### config.mk
export PLATFORM = sky130hd
export DESIGN_NAME = i2c_byte_master
export DESIGN_NICKNAME = d
export VERILOG_FILES = /design/src/rtl/i2c_eng_pkg.sv /design/src/rtl/i2c_eng_sync.sv /design/src/rtl/i2c_eng_phy.sv /design/src/rtl/i2c_byte_master.sv
export SDC_FILE = /design/constraint.sdc
export NUM_CORES = 1
export LEC_CHECK = 0
export ABC_AREA = 1
export CORE_AREA = 10 10 173 94
export CTS_BUF_LIST = sky130_fd_sc_hd__clkbuf_16
export DETAILED_ROUTE_END_ITERATION = 10
export DIE_AREA = 0 0 183 104
export PLACE_DENSITY = 0.44
export SYNTH_ARGS = -nofsm -noshare
export SYNTH_HDL_FRONTEND = slang
export SYNTH_SLANG_ARGS = --single-unit
### constraint.sdc
create_clock -name clk_i -period 4.15 [get_ports clk_i]
set_input_delay 0.6225 -clock clk_i [delete_from_list [all_inputs] [get_ports clk_i]]
set_output_delay 0.6225 -clock clk_i [all_outputs]
set_load 0.1 [all_outputs]
### src/rtl/i2c_eng_pkg.sv
package i2c_eng_pkg;

  typedef enum logic [2:0] {
    OPC_START   = 3'd0,
    OPC_WRITE   = 3'd1,
    OPC_RD_ACK  = 3'd2,
    OPC_RD_LAST = 3'd3,
    OPC_STOP    = 3'd4
  } opc_e;

  // bit-level operations the sequencer hands to the line driver
  typedef enum logic [2:0] {
    BOP_SCL_LO,
    BOP_SCL_HI,
    BOP_SDA,
    BOP_HOLD,
    BOP_BUF
  } bop_e;

  function automatic int imax(input int a, input int b);
    return (a > b) ? a : b;
  endfunction

endpackage

### src/rtl/i2c_eng_sync.sv
module i2c_eng_sync #(
  parameter int WIDTH = 2
) (
  input  logic             clk_i,
  input  logic             rst_ni,
  input  logic [WIDTH-1:0] d_i,
  output logic [WIDTH-1:0] q_o
);

  for (genvar g = 0; g < WIDTH; g++) begin : g_bit
    logic ff1_q, ff2_q;
    always_ff @(posedge clk_i or negedge rst_ni) begin
      if (!rst_ni) begin
        ff1_q <= 1'b1;
        ff2_q <= 1'b1;
      end else begin
        ff1_q <= d_i[g];
        ff2_q <= ff1_q;
      end
    end
    assign q_o[g] = ff2_q;
  end

endmodule

### src/rtl/i2c_eng_phy.sv
module i2c_eng_phy
  import i2c_eng_pkg::*;
#(
  parameter int SETUP_CYC  = 125,
  parameter int LOW_CYC    = 250,
  parameter int HOLD_CYC   = 125,
  parameter int BUF_CYC    = 7500,
  parameter int POLL_CYC   = 250,
  parameter int POLL_STEPS = 500
) (
  input  logic clk_i,
  input  logic rst_ni,
  input  logic op_req_i,
  input  bop_e op_i,
  input  logic op_val_i,
  input  logic scl_s_i,
  output logic op_done_o,
  output logic op_stuck_o,
  output logic scl_oe_o,
  output logic sda_oe_o
);

  localparam int CNT_MAX = imax(imax(imax(SETUP_CYC, LOW_CYC), imax(HOLD_CYC, BUF_CYC)), POLL_CYC);
  localparam int TW = $clog2(CNT_MAX + 1);
  localparam int SW = $clog2(POLL_STEPS + 1);
  localparam logic [TW-1:0] SETUP_T = TW'(SETUP_CYC - 1);
  localparam logic [TW-1:0] LOW_T   = TW'(LOW_CYC - 1);
  localparam logic [TW-1:0] HOLD_T  = TW'(HOLD_CYC - 1);
  localparam logic [TW-1:0] BUF_T   = TW'(BUF_CYC - 1);
  localparam logic [TW-1:0] POLL_T  = TW'(POLL_CYC - 1);
  localparam logic [SW-1:0] STEPS_T = SW'(POLL_STEPS - 1);
  localparam logic [TW-1:0] LOW_MIN = TW'(LOW_CYC);

  typedef enum logic [1:0] {X_IDLE, X_PRE, X_POST, X_POLL} ph_e;

  ph_e            ph_q;
  bop_e           op_q;
  logic [TW-1:0]  tmr_q;
  logic [SW-1:0]  steps_q;
  logic           scl_oe_q, sda_oe_q;
  logic           tmr_zero, poll_end;

  assign tmr_zero   = (tmr_q == '0);
  assign poll_end   = (ph_q == X_POLL) && tmr_zero && (scl_s_i || steps_q == '0);
  assign op_done_o  = ((ph_q == X_POST) && tmr_zero) || poll_end;
  assign op_stuck_o = poll_end && !scl_s_i;
  assign scl_oe_o   = scl_oe_q;
  assign sda_oe_o   = sda_oe_q;

  always_ff @(posedge clk_i or negedge rst_ni) begin
    if (!rst_ni) begin
      ph_q     <= X_IDLE;
      op_q     <= BOP_HOLD;
      tmr_q    <= '0;
      steps_q  <= '0;
      scl_oe_q <= 1'b0;
      sda_oe_q <= 1'b0;
    end else begin
      unique case (ph_q)
        X_IDLE: if (op_req_i) begin
          op_q <= op_i;
          unique case (op_i)
            BOP_SCL_LO, BOP_SCL_HI: begin ph_q <= X_PRE;  tmr_q <= SETUP_T; end
            BOP_SDA:  begin sda_oe_q <= !op_val_i; ph_q <= X_POST; tmr_q <= LOW_T; end
            BOP_HOLD: begin ph_q <= X_POST; tmr_q <= HOLD_T; end
            default:  begin ph_q <= X_POST; tmr_q <= BUF_T; end
          endcase
        end
        X_PRE: if (tmr_zero) begin
          if (op_q == BOP_SCL_LO) begin
            scl_oe_q <= 1'b1;
            ph_q     <= X_POST;
            tmr_q    <= LOW_T;
          end else begin
            scl_oe_q <= 1'b0;
            ph_q     <= X_POLL;
            tmr_q    <= POLL_T;
            steps_q  <= STEPS_T;
          end
        end else tmr_q <= tmr_q - 1'b1;
        X_POST: if (tmr_zero) ph_q <= X_IDLE;
                else tmr_q <= tmr_q - 1'b1;
        default: if (tmr_zero) begin
          if (poll_end) ph_q <= X_IDLE;
          else begin
            steps_q <= steps_q - 1'b1;
            tmr_q   <= POLL_T;
          end
        end else tmr_q <= tmr_q - 1'b1;
      endcase
    end
  end

  // observation state for the line-timing properties
  logic [TW-1:0] lo_cnt_q;
  logic          seen_hi_q, tmo_q;
  always_ff @(posedge clk_i or negedge rst_ni) begin
    if (!rst_ni) begin
      lo_cnt_q  <= '0;
      seen_hi_q <= 1'b1;
      tmo_q     <= 1'b0;
    end else begin
      if (!scl_oe_q) lo_cnt_q <= '0;
      else if (lo_cnt_q < LOW_MIN) lo_cnt_q <= lo_cnt_q + 1'b1;
      if (scl_oe_q) seen_hi_q <= 1'b0;
      else if (scl_s_i) seen_hi_q <= 1'b1;
      if (scl_oe_q) tmo_q <= 1'b0;
      else if (op_stuck_o) tmo_q <= 1'b1;
    end
  end

  AST_SCL_LOW_MIN: assert property (@(posedge clk_i) disable iff (!rst_ni)
    $fell(scl_oe_q) |-> lo_cnt_q >= LOW_MIN);
  AST_STRETCH_HONORED: assert property (@(posedge clk_i) disable iff (!rst_ni)
    $rose(scl_oe_q) |-> (seen_hi_q || tmo_q));
  AST_STUCK_WITH_DONE: assert property (@(posedge clk_i) disable iff (!rst_ni)
    op_stuck_o |-> op_done_o && !scl_oe_q);

endmodule

### src/rtl/i2c_byte_master.sv
module i2c_byte_master
  import i2c_eng_pkg::*;
#(
  parameter int SETUP_CYC  = 125,
  parameter int LOW_CYC    = 250,
  parameter int HOLD_CYC   = 125,
  parameter int BUF_CYC    = 7500,
  parameter int POLL_CYC   = 250,
  parameter int POLL_STEPS = 500
) (
  input  logic       clk_i,
  input  logic       rst_ni,
  input  logic       cmd_valid_i,
  output logic       cmd_ready_o,
  input  logic [2:0] cmd_op_i,
  input  logic [7:0] cmd_data_i,
  output logic       rsp_valid_o,
  output logic [7:0] rsp_data_o,
  output logic       rsp_nack_o,
  output logic       rsp_stuck_o,
  input  logic       scl_i,
  output logic       scl_oe_o,
  input  logic       sda_i,
  output logic       sda_oe_o
);

  localparam int FW = $clog2(BUF_CYC + 1);
  localparam logic [FW-1:0] BUF_F = FW'(BUF_CYC);

  typedef enum logic [4:0] {
    Q_IDLE, Q_RESP,
    Q_ST_REL, Q_ST_SCLH, Q_ST_SDAL, Q_ST_HOLD, Q_ST_SCLL,
    Q_WB_SDA, Q_WB_SCLH, Q_WB_SCLL,
    Q_WA_REL, Q_WA_SCLH, Q_WA_SCLL,
    Q_RB_REL, Q_RB_SCLH, Q_RB_SCLL,
    Q_RA_SDAL, Q_RA_SCLH, Q_RA_SCLL, Q_RA_REL,
    Q_RL_SCLH,
    Q_SP_SCLL, Q_SP_SDAL, Q_SP_SCLH, Q_SP_REL, Q_SP_BUF
  } st_e;

  st_e        state_q;
  logic [2:0] bit_q;
  logic [7:0] sh_q;
  logic       nack_q, stuck_q, last_q;
  logic       scl_s, sda_s;
  logic       op_req, op_val, op_done, op_stuck;
  bop_e       op;

  i2c_eng_sync #(.WIDTH(2)) u_sync (
    .clk_i (clk_i),
    .rst_ni(rst_ni),
    .d_i   ({scl_i, sda_i}),
    .q_o   ({scl_s, sda_s})
  );

  i2c_eng_phy #(
    .SETUP_CYC (SETUP_CYC),
    .LOW_CYC   (LOW_CYC),
    .HOLD_CYC  (HOLD_CYC),
    .BUF_CYC   (BUF_CYC),
    .POLL_CYC  (POLL_CYC),
    .POLL_STEPS(POLL_STEPS)
  ) u_phy (
    .clk_i     (clk_i),
    .rst_ni    (rst_ni),
    .op_req_i  (op_req),
    .op_i      (op),
    .op_val_i  (op_val),
    .scl_s_i   (scl_s),
    .op_done_o (op_done),
    .op_stuck_o(op_stuck),
    .scl_oe_o  (scl_oe_o),
    .sda_oe_o  (sda_oe_o)
  );

  always_comb begin
    op_req = 1'b1;
    op_val = 1'b1;
    op     = BOP_SDA;
    unique case (state_q)
      Q_IDLE, Q_RESP: op_req = 1'b0;
      Q_ST_SCLH, Q_WB_SCLH, Q_WA_SCLH, Q_RB_SCLH,
      Q_RA_SCLH, Q_RL_SCLH, Q_SP_SCLH:          op = BOP_SCL_HI;
      Q_ST_SCLL, Q_WB_SCLL, Q_WA_SCLL, Q_RB_SCLL,
      Q_RA_SCLL, Q_SP_SCLL:                      op = BOP_SCL_LO;
      Q_ST_HOLD:                                 op = BOP_HOLD;
      Q_SP_BUF:                                  op = BOP_BUF;
      Q_ST_SDAL, Q_RA_SDAL, Q_SP_SDAL:           op_val = 1'b0;
      Q_WB_SDA:                                  op_val = sh_q[7];
      default: ;
    endcase
  end

  always_ff @(posedge clk_i or negedge rst_ni) begin
    if (!rst_ni) begin
      state_q <= Q_IDLE;
      bit_q   <= '0;
      sh_q    <= '0;
      nack_q  <= 1'b0;
      stuck_q <= 1'b0;
      last_q  <= 1'b0;
    end else begin
      if (op_stuck) stuck_q <= 1'b1;
      unique case (state_q)
        Q_IDLE: if (cmd_valid_i) begin
          nack_q  <= 1'b0;
          stuck_q <= 1'b0;
          bit_q   <= '0;
          last_q  <= (cmd_op_i == OPC_RD_LAST);
          sh_q    <= (cmd_op_i == OPC_WRITE) ? cmd_data_i : 8'h00;
          unique case (cmd_op_i)
            OPC_START:              state_q <= Q_ST_REL;
            OPC_WRITE:              state_q <= Q_WB_SDA;
            OPC_RD_ACK, OPC_RD_LAST: state_q <= Q_RB_REL;
            OPC_STOP:               state_q <= Q_SP_SCLL;
            default:                state_q <= Q_RESP;
          endcase
        end
        Q_RESP: state_q <= Q_IDLE;
        default: if (op_done) begin
          unique case (state_q)
            Q_ST_REL:  state_q <= Q_ST_SCLH;
            Q_ST_SCLH: state_q <= Q_ST_SDAL;
            Q_ST_SDAL: state_q <= Q_ST_HOLD;
            Q_ST_HOLD: state_q <= Q_ST_SCLL;
            Q_WB_SDA:  state_q <= Q_WB_SCLH;
            Q_WB_SCLH: state_q <= Q_WB_SCLL;
            Q_WB_SCLL: begin
              sh_q <= {sh_q[6:0], 1'b0};
              bit_q <= bit_q + 1'b1;
              state_q <= (bit_q == 3'd7) ? Q_WA_REL : Q_WB_SDA;
            end
            Q_WA_REL:  state_q <= Q_WA_SCLH;
            Q_WA_SCLH: begin nack_q <= sda_s; state_q <= Q_WA_SCLL; end
            Q_RB_REL:  state_q <= Q_RB_SCLH;
            Q_RB_SCLH: begin sh_q <= {sh_q[6:0], sda_s}; state_q <= Q_RB_SCLL; end
            Q_RB_SCLL: begin
              bit_q <= bit_q + 1'b1;
              if (bit_q != 3'd7) state_q <= Q_RB_SCLH;
              else state_q <= last_q ? Q_RL_SCLH : Q_RA_SDAL;
            end
            Q_RA_SDAL: state_q <= Q_RA_SCLH;
            Q_RA_SCLH: state_q <= Q_RA_SCLL;
            Q_RA_SCLL: state_q <= Q_RA_REL;
            Q_RL_SCLH: state_q <= Q_SP_SCLL;
            Q_SP_SCLL: state_q <= Q_SP_SDAL;
            Q_SP_SDAL: state_q <= Q_SP_SCLH;
            Q_SP_SCLH: state_q <= Q_SP_REL;
            Q_SP_REL:  state_q <= Q_SP_BUF;
            default:   state_q <= Q_RESP;  // ST_SCLL, WA_SCLL, RA_REL, SP_BUF
          endcase
        end
      endcase
    end
  end

  assign cmd_ready_o = (state_q == Q_IDLE);
  assign rsp_valid_o = (state_q == Q_RESP);
  assign rsp_data_o  = sh_q;
  assign rsp_nack_o  = nack_q;
  assign rsp_stuck_o = stuck_q;

  // cycles since SDA was last released with SCL released (stop condition)
  logic [FW-1:0] free_cnt_q;
  logic          sda_prev_q;
  always_ff @(posedge clk_i or negedge rst_ni) begin
    if (!rst_ni) begin
      free_cnt_q <= BUF_F;
      sda_prev_q <= 1'b0;
    end else begin
      sda_prev_q <= sda_oe_o;
      if (sda_prev_q && !sda_oe_o && !scl_oe_o) free_cnt_q <= '0;
      else if (free_cnt_q < BUF_F) free_cnt_q <= free_cnt_q + 1'b1;
    end
  end

  AST_READY_DROPS: assert property (@(posedge clk_i) disable iff (!rst_ni)
    cmd_valid_i && cmd_ready_o |=> !cmd_ready_o);
  AST_SINGLE_RSP: assert property (@(posedge clk_i) disable iff (!rst_ni)
    rsp_valid_o |=> !rsp_valid_o && cmd_ready_o);
  AST_SDA_HELD_HIGH_CLK: assert property (@(posedge clk_i) disable iff (!rst_ni)
    (state_q == Q_WB_SCLH) && $past(state_q == Q_WB_SCLH) |-> $stable(sda_oe_o));
  AST_BUS_FREE: assert property (@(posedge clk_i) disable iff (!rst_ni)
    $rose(sda_oe_o) && !scl_oe_o |-> free_cnt_q >= BUF_F);

endmodule

==> run_results.csv <==
group,metric,value,unit
run_status,status,"finished, final reports clean",
drt,drtIter0Drc,295,
critical_path,r2r_end,"u_phy.tmr_q[11]",
power_and_ir_drop,ir_worst_vdd,146,uV
global_route,overflow,0,
final_layout,final_cells,683,
timing,tns,0,ns
clocking,clkLatencyLatePin,0.30,ns
critical_path,worstRegToRegCells,12,
floorplanning,die_y,104,um
power_and_ir_drop,clockPowerShare,47.7,%
clocking,cts_resized,0,
drt,num_vias,3179,
power_and_ir_drop,powerDensity,262,nW/um^2
critical_path,path_max_fanout,12,
logic_synthesis,syn_avg_cell_area,7.08,um^2
power_and_ir_drop,p_comb_share,3.5,%
critical_path,cp-endpoint,"rsp_valid_o",
logic_synthesis,async_reset_ff_share,100,%
final_layout,final_net_count,526,
drt,wl,10200,um
critical_path,startpoint,"state_q[4]",
clocking,cts_made_buffers,5,
logic_synthesis,synthTopCellsByArea,"dfrtp_1 (34%), nand2_1 (14%), nor2_1 (6.3%), inv_1 (5.9%), nand3_1 (5.7%)",
power_and_ir_drop,p_leak,1.94,nW
min_path,hold_class,"primary input to async pin",
timing,final_hold_viol_count,0,
logic_synthesis,syn_nets,501,
final_layout,drive_above_1_share,10.3,%
logic_synthesis,synth_area_leader_cell,"dfrtp_1",
critical_path,startpoint_type,"flop",
flow_run,max-cap-violations,0,
timing,fin_crit_sh,62.8,%
clocking,cts.reportedPaths.clkPinSlew,0.07,ns
clocking,cts_htree_levels,2,
placed_design,dpl.hpwl,7990,um
global_route,grt_pass1_wl,16900,um
final_layout,area.growth.synth_to_final,17.5,%
global_route,grt_max_degree,30,
timing,slew_headroom,33.1,%
critical_path,crit_type,"flop to output port",
timing,fin_crit,2.60,ns
critical_path,crit_required,3.53,ns
placed_design,place.gp.congestion,0.817,
logic_synthesis,ys_seq_area_share,38.4,%
timing,postLayoutSetupSlackWorst,1.55,ns
clocking,cts_hold_buf,0,
global_route,antenna_found_initial,1,
critical_path,rrSetupSlack,1.56,ns
floorplanning,rows,30,
drt,first_pass_iters,5,
floorplanning,core-area,13300,um^2
critical_path,end_kind,"output port",
drt,viasPerCell,4.65,
global_route,grt_use_total,11.0,%
clocking,clockBufferDepth,2,
floorplanning,start_util,25.6,%
timing,fin_skew,0.00594,ns
timing,rsz0062_at_grt,"false",
logic_synthesis,synth_top_area_share,33.8,%
logic_synthesis,synth-warning-count,0,
power_and_ir_drop,power_switching,0.000235,W
clocking,cts_root_buf,"clkbuf_16",
floorplanning,dieArea,19000,um^2
placed_design,post-place-ws,1.61,ns
clocking,clock-sinks,52,
critical_path,arrival,1.98,ns
global_route,grt_pass1_vias,3053,
final_layout,diodes,0,
placed_design,placedCellCount,675,
placed_design,port_buffers,29,
critical_path,reg2reg_from,"u_phy.tmr_q[0]",
drt,wl_per_cell,15.0,um
floorplanning,ios,30,
drt,postRouteAntennaNets,0,
timing,max_freq,0.384,GHz
clocking,cts_tree,"built",
power_and_ir_drop,p_int,0.000814,W
logic_synthesis,synth_ff_type,"dfrtp_1",
timing,setup_viol,0,
timing,tightest_slew,1.00,ns
logic_synthesis,synth_seq_cells,52,
drt,drcViolationCount,0,
power_and_ir_drop,seq_power_share,48.8,%
logic_synthesis,synth_area,3410,um^2
clocking,post_cts_buffers,0,
timing,maxSlewViolCount,0,
logic_synthesis,synth_edf_count,0,
logic_synthesis,ys_types,41,
power_and_ir_drop,switching_share,22.4,%
logic_synthesis,syn_inst,481,
floorplanning,die_w,183,um
## registers in the layout, summed over array words and instances, names as in the netlist, 2 cells and up
signal              flops
u_phy.tmr_q            13
u_phy.op_q              3
u_sync.g_bit.ff1_q      2
u_phy.ph_q              2
bit_q                   3
state_q                 5
u_sync.g_bit.ff2_q      2
rsp_data_o              8
u_phy.steps_q           9
## cells in the final DEF, fill, tap and decap left out, types with 3 or more instances in the layout
cell type        netlist  routed
nor3_1                 7       7
dfrtp_1               46      46
nand2_1              123     123
clkbuf_16              0       5
a21oi_1               10      10
nor2_4                 4       4
nor2_2                 7       7
a31oi_1                9       9
inv_1                 54      54
o31ai_1                4       4
ha_1                   4       4
clkdlybuf4s50_1        0      26
inv_2                  6       6
nand2_2                4       4
nand4_1                6       6
buf_4                  3       3
nor2_1                57      57
dfstp_2                6       6
xor2_1                 8       8
o21ai_0               29      29
nand3_1               39      39
o21ai_1               21      21
## area by class of cell
class | instances | area [um^2]
fillers | 1455 | 9280
multi-input cells | 355 | 1780
flip-flops and latches | 52 | 1310
repair buffers | 30 | 288
inverters | 62 | 236
well taps | 176 | 220
clock buffers | 5 | 125
clock inverters | 3 | 46.3
## routing by layer
layer / GRT usage [%] / vias to the layer above / routed length (um)
met3: 4.81 / 9 / 1090
met1: 17.8 / 1459 / 5800
met2: 12.1 / 104 / 3280
met5: 0 / - / 0
li1: - / 1607 / -
met4: 1.86 / 0 / 65
## logic make-up (layout without fill, tap and decap cells)
logic type	Yosys count	in the layout	synth area share, %
fa+ha+maj	4	4	1.47
xor+xnor	10	10	2.57
compound gates	80	80	12.9
buf+inv	74	100	9.36
simple gates	261	261	35.3
flops	52	52	38.4
## metrics by stage
step                      instance area [um^2]  hold slack [ns]  power [W]  util, %
after floorplan                           3410            0.327   0.000530        -
after global placement                    3830            0.349   0.000560     28.8
after detailed placement                  3830            0.347   0.000560     28.8
after CTS                                 4000            0.341    0.00107     30.1
after global routing                      4000            0.355    0.00109     30.1
final                                     4000            0.311    0.00105     30.1
## synthesized netlist by cell type (6+ instances only)
cell type	instances
nand3_1	39
nand2_1	123
nand4_1	6
dfstp_2	6
nor2_2	7
inv_1	54
dfrtp_1	46
nor3_1	7
nor2_1	57
xor2_1	8
a31oi_1	9
a21oi_1	10
o21ai_0	29
inv_2	6
o21ai_1	21
## worst min-delay path by stage
stage	from	end	slack [ns]	cells after the start
2_1_floorplan	rst_ni	bit_q[0]	0.33	0
3_3_place_gp	u_sync.g_bit[0].ff1_q	u_sync.g_bit[0].ff2_q	0.35	0
3_5_place_dp	u_sync.g_bit[0].ff1_q	u_sync.g_bit[0].ff2_q	0.35	0
4_1_cts	rst_ni	u_phy.tmr_q[6]	0.34	1
5_1_grt	rst_ni	u_phy.tmr_q[6]	0.35	1
6_report	rst_ni	u_phy.tmr_q[6]	0.31	1
## power groups by stage
stage / Clock (W) / Combinational [W] / Sequential (W)
after floorplan: 0 / 0.00000439 / 0.000525
after global placement: 0 / 0.0000383 / 0.000522
after detailed placement: 0 / 0.0000384 / 0.000522
after CTS: 0.000515 / 0.0000386 / 0.000512
after global routing: 0.000540 / 0.0000412 / 0.000512
final: 0.000500 / 0.0000371 / 0.000512
## critical path, cell delays in order (launching register included)
cell and delay [ns]:
dfrtp_1 0.48, inv_1 0.39, nand2_4 0.12, nor2_1 0.33, buf_4 0.37
No activity file was read; power rests on OpenSTA's default activity.
